==> src/rtl/cpv_pkg.sv <==
package cpv_pkg;

    localparam int unsigned INSTR_W = 32;
    localparam int unsigned NUM_W   = 4;
    localparam int unsigned KIND_W  = 3;
    localparam int unsigned OP_W    = 4;

    typedef enum logic [KIND_W-1:0] {
        K_CDP = 3'd0,
        K_MCR = 3'd1,
        K_MRC = 3'd2,
        K_LDC = 3'd3,
        K_STC = 3'd4
    } kind_e;

    typedef enum logic [3:0] {
        C_NONE,
        C_MOVE_WR,
        C_MOVE_RD,
        C_MEM_WR,
        C_MEM_RD,
        C_STALL,
        C_FIQ_ARM,
        C_IRQ_ARM,
        C_FIQ_REL,
        C_IRQ_REL,
        C_STAMP
    } cls_e;

endpackage

==> src/rtl/cpv_decode.sv <==
module cpv_decode
    import cpv_pkg::*;
#(
    parameter logic [NUM_W-1:0] CP_A = 4'd4,
    parameter logic [NUM_W-1:0] CP_B = 4'd5
) (
    input  logic              first_i,
    input  logic [NUM_W-1:0]  num_i,
    input  logic [KIND_W-1:0] kind_i,
    input  logic [OP_W-1:0]   op_i,
    output cls_e              cls_o,
    output logic              claim_o
);

    logic is_a;
    logic is_b;

    always_comb begin
        is_a  = (num_i == CP_A);
        is_b  = (num_i == CP_B);
        cls_o = C_NONE;
        if (first_i && (is_a || is_b)) begin
            case (kind_e'(kind_i))
                K_MCR: cls_o = C_MOVE_WR;
                K_MRC: cls_o = C_MOVE_RD;
                K_LDC: if (is_a) cls_o = C_MEM_WR;
                K_STC: if (is_a) cls_o = C_MEM_RD;
                K_CDP: begin
                    if (op_i == 4'd0) begin
                        cls_o = C_STALL;
                    end else if (is_b) begin
                        case (op_i)
                            4'd1:    cls_o = C_FIQ_ARM;
                            4'd2:    cls_o = C_IRQ_ARM;
                            4'd3:    cls_o = C_FIQ_REL;
                            4'd4:    cls_o = C_IRQ_REL;
                            4'd5:    cls_o = C_STAMP;
                            default: cls_o = C_NONE;
                        endcase
                    end
                end
                default: cls_o = C_NONE;
            endcase
        end
        claim_o = (cls_o != C_NONE);
    end

endmodule

==> src/rtl/cpv_regfile.sv <==
module cpv_regfile #(
    parameter int unsigned DATA_W  = 32,
    parameter int unsigned REG_CNT = 16,
    localparam int unsigned IDX_W  = $clog2(REG_CNT)
) (
    input  logic              clk,
    input  logic              rst_n,
    input  logic              we_i,
    input  logic [IDX_W-1:0]  waddr_i,
    input  logic [DATA_W-1:0] wdata_i,
    input  logic [IDX_W-1:0]  raddr_a_i,
    output logic [DATA_W-1:0] rdata_a_o,
    input  logic [IDX_W-1:0]  raddr_b_i,
    output logic [DATA_W-1:0] rdata_b_o
);

    logic [DATA_W-1:0] regs_d [REG_CNT];
    logic [DATA_W-1:0] regs_q [REG_CNT];

    always_comb begin
        for (int i = 0; i < REG_CNT; i++) begin
            regs_d[i] = regs_q[i];
        end
        if (we_i) begin
            regs_d[waddr_i] = wdata_i;
        end
    end

    always_ff @(posedge clk or negedge rst_n) begin
        if (!rst_n) begin
            for (int i = 0; i < REG_CNT; i++) begin
                regs_q[i] <= '0;
            end
        end else begin
            for (int i = 0; i < REG_CNT; i++) begin
                regs_q[i] <= regs_d[i];
            end
        end
    end

    assign rdata_a_o = regs_q[raddr_a_i];
    assign rdata_b_o = regs_q[raddr_b_i];

endmodule

==> src/rtl/cpv_line_timer.sv <==
module cpv_line_timer #(
    parameter int unsigned CNT_W = 32
) (
    input  logic             clk,
    input  logic             rst_n,
    input  logic             arm_i,
    input  logic [CNT_W-1:0] count_i,
    input  logic             rel_i,
    output logic             line_n_o
);

    typedef struct packed {
        logic             low;
        logic             pend;
        logic [CNT_W-1:0] rem;
    } tmr_t;

    tmr_t t_d;
    tmr_t t_q;

    always_comb begin
        t_d = t_q;
        if (t_q.pend) begin
            if (t_q.rem == CNT_W'(1)) begin
                t_d.low  = 1'b1;
                t_d.pend = 1'b0;
            end else begin
                t_d.rem = t_q.rem - CNT_W'(1);
            end
        end
        if (arm_i) begin
            if (count_i <= CNT_W'(1)) begin
                t_d.low  = 1'b1;
                t_d.pend = 1'b0;
            end else begin
                t_d.pend = 1'b1;
                t_d.rem  = count_i - CNT_W'(1);
            end
        end
        if (rel_i) begin
            t_d.low  = 1'b0;
            t_d.pend = 1'b0;
        end
    end

    always_ff @(posedge clk or negedge rst_n) begin
        if (!rst_n) begin
            t_q <= '0;
        end else begin
            t_q <= t_d;
        end
    end

    assign line_n_o = ~t_q.low;

endmodule

==> src/rtl/cpval_engine.sv <==
module cpval_engine
    import cpv_pkg::*;
#(
    parameter int unsigned       DATA_W  = 32,
    parameter int unsigned       REG_CNT = 16,
    parameter logic [NUM_W-1:0]  CP_A    = 4'd4,
    parameter logic [NUM_W-1:0]  CP_B    = 4'd5
) (
    input  logic                clk,
    input  logic                rst_n,
    input  logic                cp_first,
    input  logic [NUM_W-1:0]    cp_num,
    input  logic [KIND_W-1:0]   cp_kind,
    input  logic [INSTR_W-1:0]  cp_instr,
    input  logic                cp_poll,
    input  logic                cp_data,
    input  logic [DATA_W-1:0]   cp_wdata,
    output logic                cp_claim,
    output logic                cp_busy,
    output logic                cp_last,
    output logic [DATA_W-1:0]   cp_rdata,
    output logic                cp_nfiq,
    output logic                cp_nirq
);

    localparam int unsigned IDX_W    = $clog2(REG_CNT);
    localparam int unsigned LINES    = 2;
    localparam int unsigned MOVE_LSB = 16;
    localparam int unsigned MEM_LSB  = 12;
    localparam int unsigned OP_LSB   = 20;
    localparam int unsigned LONG_BIT = 22;

    typedef struct packed {
        logic [DATA_W-1:0] cnt;
        logic              wait_on;
        logic [DATA_W-1:0] finish;
        logic              x_on;
        logic              x_wr;
        logic [IDX_W-1:0]  x_idx;
        logic [1:0]        x_beats;
    } eng_t;

    eng_t st_d;
    eng_t st_q;

    cls_e              cls;
    logic              claim;
    logic [IDX_W-1:0]  idx_move;
    logic [IDX_W-1:0]  idx_mem;
    logic [IDX_W-1:0]  idx_cnt;
    logic [DATA_W-1:0] span;
    logic [DATA_W-1:0] xfer_word;
    logic [DATA_W-1:0] gap;
    logic              beat;
    logic              rf_we;
    logic [IDX_W-1:0]  rf_waddr;
    logic [DATA_W-1:0] rf_wdata;
    logic [LINES-1:0]  arm;
    logic [LINES-1:0]  rel;
    logic [LINES-1:0]  line_n;
    logic [DATA_W-1:0] cycle_q;

    assign idx_move = cp_instr[MOVE_LSB +: IDX_W];
    assign idx_mem  = cp_instr[MEM_LSB +: IDX_W];
    assign idx_cnt  = cp_instr[0 +: IDX_W];

    cpv_decode #(
        .CP_A (CP_A),
        .CP_B (CP_B)
    ) u_dec (
        .first_i (cp_first),
        .num_i   (cp_num),
        .kind_i  (cp_kind),
        .op_i    (cp_instr[OP_LSB +: OP_W]),
        .cls_o   (cls),
        .claim_o (claim)
    );

    cpv_regfile #(
        .DATA_W  (DATA_W),
        .REG_CNT (REG_CNT)
    ) u_rf (
        .clk       (clk),
        .rst_n     (rst_n),
        .we_i      (rf_we),
        .waddr_i   (rf_waddr),
        .wdata_i   (rf_wdata),
        .raddr_a_i (idx_cnt),
        .rdata_a_o (span),
        .raddr_b_i (st_q.x_idx),
        .rdata_b_o (xfer_word)
    );

    always_comb begin
        st_d     = st_q;
        st_d.cnt = st_q.cnt + DATA_W'(1);
        cp_busy  = 1'b0;
        gap      = st_q.cnt - st_q.finish;

        // data beats of a transfer already claimed
        beat    = cp_data && st_q.x_on;
        cp_last = beat && (st_q.x_beats == 2'd1);
        if (beat) begin
            st_d.x_beats = st_q.x_beats - 2'd1;
            if (cp_last) begin
                st_d.x_on = 1'b0;
            end
        end

        // stall: first cycle, then repeated polls
        if (cls == C_STALL) begin
            cp_busy      = (span != '0);
            st_d.wait_on = (span != '0);
            st_d.finish  = st_q.cnt + span;
        end else if (cp_poll && st_q.wait_on) begin
            cp_busy = gap[DATA_W-1];
            if (!gap[DATA_W-1]) begin
                st_d.wait_on = 1'b0;
            end
        end

        // open a new transfer
        if (cls inside {C_MOVE_WR, C_MOVE_RD, C_MEM_WR, C_MEM_RD}) begin
            st_d.x_on    = 1'b1;
            st_d.x_wr    = (cls == C_MOVE_WR) || (cls == C_MEM_WR);
            st_d.x_idx   = (cls inside {C_MOVE_WR, C_MOVE_RD}) ? idx_move : idx_mem;
            st_d.x_beats = ((cls inside {C_MEM_WR, C_MEM_RD}) && cp_instr[LONG_BIT]) ? 2'd2 : 2'd1;
        end

        // single register write port: data beat wins over a stamp
        if (beat && st_q.x_wr) begin
            rf_we    = 1'b1;
            rf_waddr = st_q.x_idx;
            rf_wdata = cp_wdata;
        end else begin
            rf_we    = (cls == C_STAMP);
            rf_waddr = idx_cnt;
            rf_wdata = st_q.cnt;
        end

        arm[0] = (cls == C_FIQ_ARM);
        arm[1] = (cls == C_IRQ_ARM);
        rel[0] = (cls == C_FIQ_REL);
        rel[1] = (cls == C_IRQ_REL);
    end

    always_ff @(posedge clk or negedge rst_n) begin
        if (!rst_n) begin
            st_q <= '0;
        end else begin
            st_q <= st_d;
        end
    end

    for (genvar g = 0; g < LINES; g++) begin : g_line
        cpv_line_timer #(
            .CNT_W (DATA_W)
        ) u_tmr (
            .clk      (clk),
            .rst_n    (rst_n),
            .arm_i    (arm[g]),
            .count_i  (span),
            .rel_i    (rel[g]),
            .line_n_o (line_n[g])
        );
    end

    assign cycle_q  = st_q.cnt;
    assign cp_claim = claim;
    assign cp_rdata = xfer_word;
    assign cp_nfiq  = line_n[0];
    assign cp_nirq  = line_n[1];

endmodule

==> config.mk <==
export PLATFORM = sky130hd
export DESIGN_NAME = cpval_engine
export DESIGN_NICKNAME = d
export VERILOG_FILES = /design/src/rtl/cpv_pkg.sv /design/src/rtl/cpv_decode.sv /design/src/rtl/cpv_regfile.sv /design/src/rtl/cpv_line_timer.sv /design/src/rtl/cpval_engine.sv
export SDC_FILE = /design/constraint.sdc
export NUM_CORES = 1
export LEC_CHECK = 0
export BUFFER_PORTS_ARGS = -buffer_cell sky130_fd_sc_hd__buf_2
export CAP_MARGIN = 15
export CORE_UTILIZATION = 40
export DETAILED_ROUTE_END_ITERATION = 16
export GPL_ROUTABILITY_DRIVEN = 0
export PLACE_DENSITY = 0.61
export SLEW_MARGIN = 10
export SYNTH_ARGS = -nofsm -noshare
export SYNTH_HDL_FRONTEND = slang
export SYNTH_HIERARCHICAL = 1
export SYNTH_SLANG_ARGS = --single-unit
==> constraint.sdc <==
create_clock -name clk -period 6.3 [get_ports clk]
set_clock_uncertainty 0.15 [all_clocks]
set_input_delay 0.63 -clock clk [delete_from_list [all_inputs] [get_ports clk]]
set_output_delay 0.63 -clock clk [all_outputs]
set_load 0.02 [all_outputs]
==> results of run 1 <==
==> placed cells by master, fill, tap and decap left out, types with 23 or more instances in the layout <==
cell and count:
dfrtp_1 651, mux2_2 541, mux4_2 256, nand2_1 207, a22oi_1 135, nor2_1 111
buf_2 93, xnor2_1 81, a21oi_1 77, clkbuf_16 76, xor2_1 72, ha_1 71
nor3_1 64, inv_1 54, buf_4 54, nand3_1 45, nor4_1 42, o21ai_0 34
a21o_1 26, nand4_1 23, o21ai_1 23
==> logic make-up after synthesis <==
group | after synthesis
xor+xnor | 153
compound gates | 391
buf+inv | 256
mux | 826
simple gates | 653
fa+ha+maj | 73
flops | 653
==> area by class of cell <==
| type | instances | share of cell area |
|---|---|---|
| Inverter | 54 | 0.00478 |
| Multi-Input combinational cell | 2096 | 0.486 |
| Clock buffer | 110 | 0.0516 |
| Timing Repair Buffer | 164 | 0.0279 |
| Sequential cell | 653 | 0.385 |
| Tap cell | 1254 | 0.0370 |
| Clock inverter | 25 | 0.00711 |
==> flip-flops by register name, indices dropped and copies added (netlist names) <==
| signal | flops |
|---|---|
| st_q | 41 |
| g_line.u_tmr/t_q | 68 |
| cycle_q | 32 |
| u_rf/regs_q | 512 |
==> metal layers <==
| layer | track usage | wire, um | up-vias |
|---|---|---|---|
| li1 | - | - | 11500 |
| met1 | 0.329 | 48500 | 13800 |
| met2 | 0.375 | 52500 | 826 |
| met3 | 0.0294 | 6180 | 161 |
| met4 | 0.0612 | 2470 | 0 |
| met5 | 0 | 0 | - |
==> power breakdown <==
part	internal [uW]	leakage (uW)	switching [uW]
registers	4340	0.00877	205
logic	795	0.00927	1210
clock network	2620	0.00123	1820
total	7760	0.0193	3230
==> per-stage QoR <==
| stage | instance area, sq um | setup WS, ps |
|---|---|---|
| 6_report | 42400 | 1160 |
| 5_1_grt | 42400 | 1010 |
| 4_1_cts | 42400 | 1190 |
| 3_5_place_dp | 39900 | 1080 |
| 3_3_place_gp | 39900 | 1130 |
| 2_1_floorplan | 38000 | 1840 |
==> timing repair <==
action                     in CTS  in global routing
setup endpoints to repair       0                  0
hold endpoints to repair       90                  0
hold buffers                    1                  0
==> critical path: cells and delay by family <==
kind | cells | cell delay (ps)
mux | 1 | 520
buf+inv | 4 | 1120
simple gates | 3 | 1050
compound gates | 3 | 980
==> worst paths after layout <==
path / startpoint / endpoint / slack, ps / depth (start not counted)
worst max-delay path: cp_instr[0] / cp_busy / 1160 / 11
worst min-delay path: cp_instr[13] / st_q[3]$_DFFE_PN0N_ / 70 / 3
worst max register to register: u_rf/regs_q[409]$_DFFE_PN0P_ / g_line[0].u_tmr/t_q[25]$_DFF_PN0_ / 1980 / 9
worst min register to register: st_q[17]$_DFFE_PN0P_ / st_q[17]$_DFFE_PN0P_ / 330 / 2
max in group asynchronous: rst_n / u_rf/regs_q[335]$_DFFE_PN0P_ / 4040 / 3
min in group asynchronous: rst_n / cycle_q[5]$_DFF_PN0_ / 510 / 2
==> run_results.csv, run 1 <==
group,metric,value,unit
cts,clockBufferDepth,3,
cts,cts_tree,"built",
timing,setup_tns,0,ps
timing,worst_slew_pin_slew,1060,ps
setup_path,critPathSlowestCell,"o21ai_0",
timing,setup_viol,0,
global_routing,grt_max_degree,162,
setup_path,critPathRequiredTime,5520,ps
cts,ctsResizeCount,0,
logic_synthesis,synthAdderAreaFrac,0.0242,
cts,clk_pin_slew,60,ps
cts,root_buffer,"clkbuf_16",
setup_path,cp_max_fo,35,
final_layout,final_layout_size_suffix_gt1_frac,0.371,
timing,fin_crit,5140,ps
timing,hold_ws,66.9,ps
detailed_routing,routedWlPerCell,25.2,um
global_routing,grt_pass1_vias,26500,
timing,fmax,194,MHz
power_and_ir_drop,irDropWorstVdd,0.000212,V
detailed_routing,drcViolationCount,0,
cts,cts_setup_buffers,0,
logic_synthesis,synthArstFlopShare,1.00,
logic_synthesis,synth_top_area_share,0.431,
power_and_ir_drop,leakage,0.0193,uW
logic_synthesis,yosys_warnings,6,
final_layout,fin_util,0.453,
logic_synthesis,synthMuxAreaShare,0.320,
die,die_w,310,um
logic_synthesis,synthTopCellsByArea,"dfrtp_1 (43%), mux2_2 (16%), mux4_2 (15%), a22oi_1 (2.7%), ha_1 (2.3%)",
logic_synthesis,synthXorXnorAreaFrac,0.0353,
outcome,outcome,"completed",
global_routing,antenna_found_initial,1,
logic_synthesis,synth_cell_types,84,
logic_synthesis,synthSimpleGateAreaFrac,0.0880,
logic_synthesis,yosys.area.top_type,"dfrtp_1",
placement,dpl.cell_count,4220,
setup_path,end_kind,"primary output",
timing,relSlewSlack,0.293,
logic_synthesis,mappedNetlistArea,38000,sq um
final_layout,fill_cells,8570,
logic_synthesis,avgSynthCellArea,12.6,sq um
final_layout,layout.area.seq,16300,sq um
logic_synthesis,synth_commonest_cells,"dfrtp_1 (653), mux2_2 (541), mux4_2 (256)",
setup_path,startpoint_type,"input pin",
hold_path,hp-class,"input pin to flip-flop",
logic_synthesis,syn_nets,3153,
cts,clock_latency,640,ps
timing,slew_violations,0,
cts,clock-sinks,653,
logic_synthesis,syn_inst,3005,
final_layout,n_antenna_cell,0,
timing,period_share,0.816,
detailed_routing,ant_nets,0,
global_routing,grt-ovfl-total,0,
power_and_ir_drop,power,11000,uW
setup_path,crit_path_max_incr_delay,590,ps
power_and_ir_drop,p_per_area,259,nW/um^2
logic_synthesis,ys_seq_area_frac,0.431,
logic_synthesis,synth_seq_cells,653,
detailed_routing,detail_route.iter0.violations,2360,
die,rows,112,
global_routing,grt_pass1_wl,167,mm
cts,cts_buffers,75,
die,core_area,93600,sq um
cts,cts_max_level,3,
die,start_util,0.405,
logic_synthesis,synth_top_family_by_area,"multiplexers",
die,ios,113,
placement,hpwl,70.1,mm
final_layout,synthToLayoutAreaGrowth,11.8,%
logic_synthesis,synth_ff_type,"dfrtp_1",
logic_synthesis,synth_compound_area_frac,0.0720,
final_layout,finalNonFillerCells,4356,
detailed_routing,first_pass_iters,5,
timing,hold_viol,0,
final_layout,multi_input_area,20600,sq um
detailed_routing,routed_wl,110,mm
die,die_h,310,um
setup_path,crit_path_cell_trace,"buf_8 > buf_12 > buf_4 > mux4_2 > a22oi_1 > nand2_1 > nor4_1 > nand4_1 > o21ai_0 > o31ai_1 > buf_2",
detailed_routing,num_vias,26200,
setup_path,critical_path_class,"input pin to primary output",
logic_synthesis,synth_most_common_cell,"dfrtp_1",
placement,port_buffers,96,
global_routing,grtUsageTotal,0.232,
setup_path,worstPathArrival,4360,ps
job,max_cap_violations,0,
timing,rsz0062_at_grt,"false",
final_layout,nets,3192,
detailed_routing,routed_via_density,6.03,
logic_synthesis,synth_edf_count,0,
die,dieArea,96100,sq um
Power figures use the tool's default switching activity.
==> run 2: changes to the inputs <==
Clock period 6.3 ns to 4.9 ns, I/O delays scaled along.
==> run_results.csv, run 2 (synthesis results as in run 1) <==
group,metric,value,unit
outcome,outcome,"completed",
final_layout,final_common_cell,"dfrtp_1",
die,start_util,0.405,
setup_path,critPathSlowestCell,"mux4_2",
timing,rsz0062_at_grt,"false",
setup_path,crit_path_frequent_cell,"buf_12",
power_and_ir_drop,irDropWorstVdd,0.000249,V
power_and_ir_drop,leakage,0.0197,uW
final_layout,top_register,"u_rf/regs_q",
final_layout,fin_util,0.463,
die,die_w,310,um
die,core_area,93600,sq um
detailed_routing,num_vias,26400,
die,rows,112,
cts,cts_max_level,3,
hold_path,hold_path_end,"st_q[3]$_DFFE_PN0N_",
setup_path,critPathRequiredTime,4260,ps
die,ios,113,
setup_path,end_kind,"primary output",
power_and_ir_drop,p_sw,4210,uW
detailed_routing,drcViolationCount,0,
power_and_ir_drop,p_seq_frac,0.406,
placement,hpwl,72.9,mm
setup_path,crit_path_max_incr_delay,520,ps
global_routing,antenna_found_initial,2,
cts,clock-sinks,653,
die,die_h,310,um
setup_path,r2r_cells,11,
power_and_ir_drop,p_per_area,334,nW/um^2
hold_path,hold_depth,3,
global_routing,grt_pass1_vias,26600,
power_and_ir_drop,intPower,10300,uW
setup_path,regToRegSetupSlack,850,ps
setup_path,critical_path_class,"input pin to primary output",
placement,dpl-instance-area,40600,sq um
timing,fmax,222,MHz
timing,period_share,0.917,
detailed_routing,routed_wl,111,mm
timing,relSlewSlack,0.245,
setup_path,worstPathArrival,3850,ps
timing,setup_viol,0,
global_routing,grt-ovfl-total,0,
power_and_ir_drop,sw_frac_of_total,0.291,
global_routing,grt_pass1_wl,169,mm
cts,cts_tree,"built",
final_layout,layout_common_cells,"dfrtp_1 (651), mux2_2 (541), mux4_2 (256)",
power_and_ir_drop,p_comb_frac,0.185,
final_layout,final_layout_size_suffix_gt1_frac,0.384,
cts,cts_setup_buffers,0,
cts,ctsResizeCount,0,
hold_path,hp-start,"cp_instr[17]",
detailed_routing,ant_nets,0,
hold_path,hp-class,"input pin to flip-flop",
power_and_ir_drop,p_clk_frac,0.409,
final_layout,nets,3263,
global_routing,grtUsageTotal,0.234,
timing,setup_tns,0,ps
setup_path,r2r_start,"u_rf/regs_q[385]$_DFFE_PN0P_",
cts,clockBufferDepth,3,
cts,cts_hold_buf,9,
job,max_cap_violations,0,
timing,hold_viol,0,
setup_path,crit_path_cell_trace,"buf_8 > buf_12 > buf_12 > mux4_2 > a22oi_1 > nand2_1 > buf_4 > nor4_1 > nand4_1 > o21ai_0 > o31ai_1 > buf_2",
final_layout,reg_top3,"u_rf/regs_q (512), g_line.u_tmr/t_q (68), st_q (41)",
timing,worst_slew_pin_slew,1130,ps
setup_path,startpoint_type,"input pin",
timing,slew_violations,0,
die,dieArea,96100,sq um
placement,port_buffers,96,
cts,cts_buffers,74,
final_layout,largest_reg_flops,512,
global_routing,grt_max_degree,125,
detailed_routing,routedWlPerCell,25.1,um
setup_path,cp_max_fo,15,
final_layout,synthToLayoutAreaGrowth,14.1,%
timing,fin_crit,4490,ps
cts,clock_latency,630,ps
setup_path,worstReg2RegEnd,"st_q[36]$_DFFE_PN0P_",
detailed_routing,first_pass_iters,5,
cts,clk_pin_slew,60,ps
final_layout,final_area,43300,sq um
detailed_routing,detail_route.iter0.violations,2117,
cts,root_buffer,"clkbuf_16",
detailed_routing,routed_via_density,5.96,
## run 2: cell types whose count changed in the layout (fill, tap and decap cells not counted), sizes merged
cell         previous run  this run
buf                   163       227
bufinv                  5        11
clkbuf                110        99
diode                   0         4
dlygate4sd3             1         9
## run 2: worst max-delay path, delay by kind of cell
kind,cells,cell delay [ps]
muxes,1,520
AOI/OAI and AO/OA,3,870
buffers and inverters,5,1080
and+or+nand+nor,3,840
## run 2: power by group through the flow
stage | Clock [uW] | Sequential, uW | Combinational [uW]
floorplan | 0 | 5790 | 1890
global placement | 0 | 5960 | 2650
detailed placement | 0 | 5970 | 2660
CTS | 6020 | 5870 | 2680
global route | 6230 | 5910 | 2870
finish | 5920 | 5870 | 2680
## run 2: per-layer routing
layer / share of wire / vias up / track usage
met1: 0.45 / 13800 / 0.333
li1: - / 11600 / -
met3: 0.055 / 169 / 0.0306
met2: 0.47 / 754 / 0.379
met5: 0 / - / 0
met4: 0.024 / 0 / 0.0597
## run 2: final cells by class
cell class / instances / area (sq um)
fill: 8562 / 50300
multi-input combinational: 2096 / 20600
sequential: 653 / 16300
clock buffer: 99 / 2070
timing repair buffer: 236 / 1980
tap: 1254 / 1570
clock inverter: 31 / 495
inverter: 54 / 203
antenna: 4 / 10.0
## run 2: worst max path at each step
stage / from / endpoint / slack [ps] / cells past startpoint
floorplan: cp_instr[0] / st_q[36]$_DFFE_PN0P_ / 580 / 14
global placement: cp_instr[0] / g_line[1].u_tmr/t_q[25]$_DFF_PN0_ / 360 / 12
detailed placement: cp_instr[0] / g_line[1].u_tmr/t_q[25]$_DFF_PN0_ / 320 / 12
CTS: cp_instr[0] / cp_busy / 380 / 13
global route: cp_instr[0] / cp_busy / 220 / 12
finish: cp_instr[0] / cp_busy / 410 / 12
## run 2: metrics by stage
| step | worst slack [ps] | std cells | total power, uW | hold slack [ps] |
|---|---|---|---|---|
| 4_1_cts | 385 | 4423 | 14600 | 79.1 |
| 5_1_grt | 218 | 4423 | 15000 | 83.7 |
| 2_1_floorplan | 580 | 3005 | 7680 | 44.4 |
| 3_3_place_gp | 357 | 4284 | 8610 | 315 |
| 6_report | 405 | 4427 | 14500 | 93.4 |
| 3_5_place_dp | 320 | 4284 | 8630 | 318 |
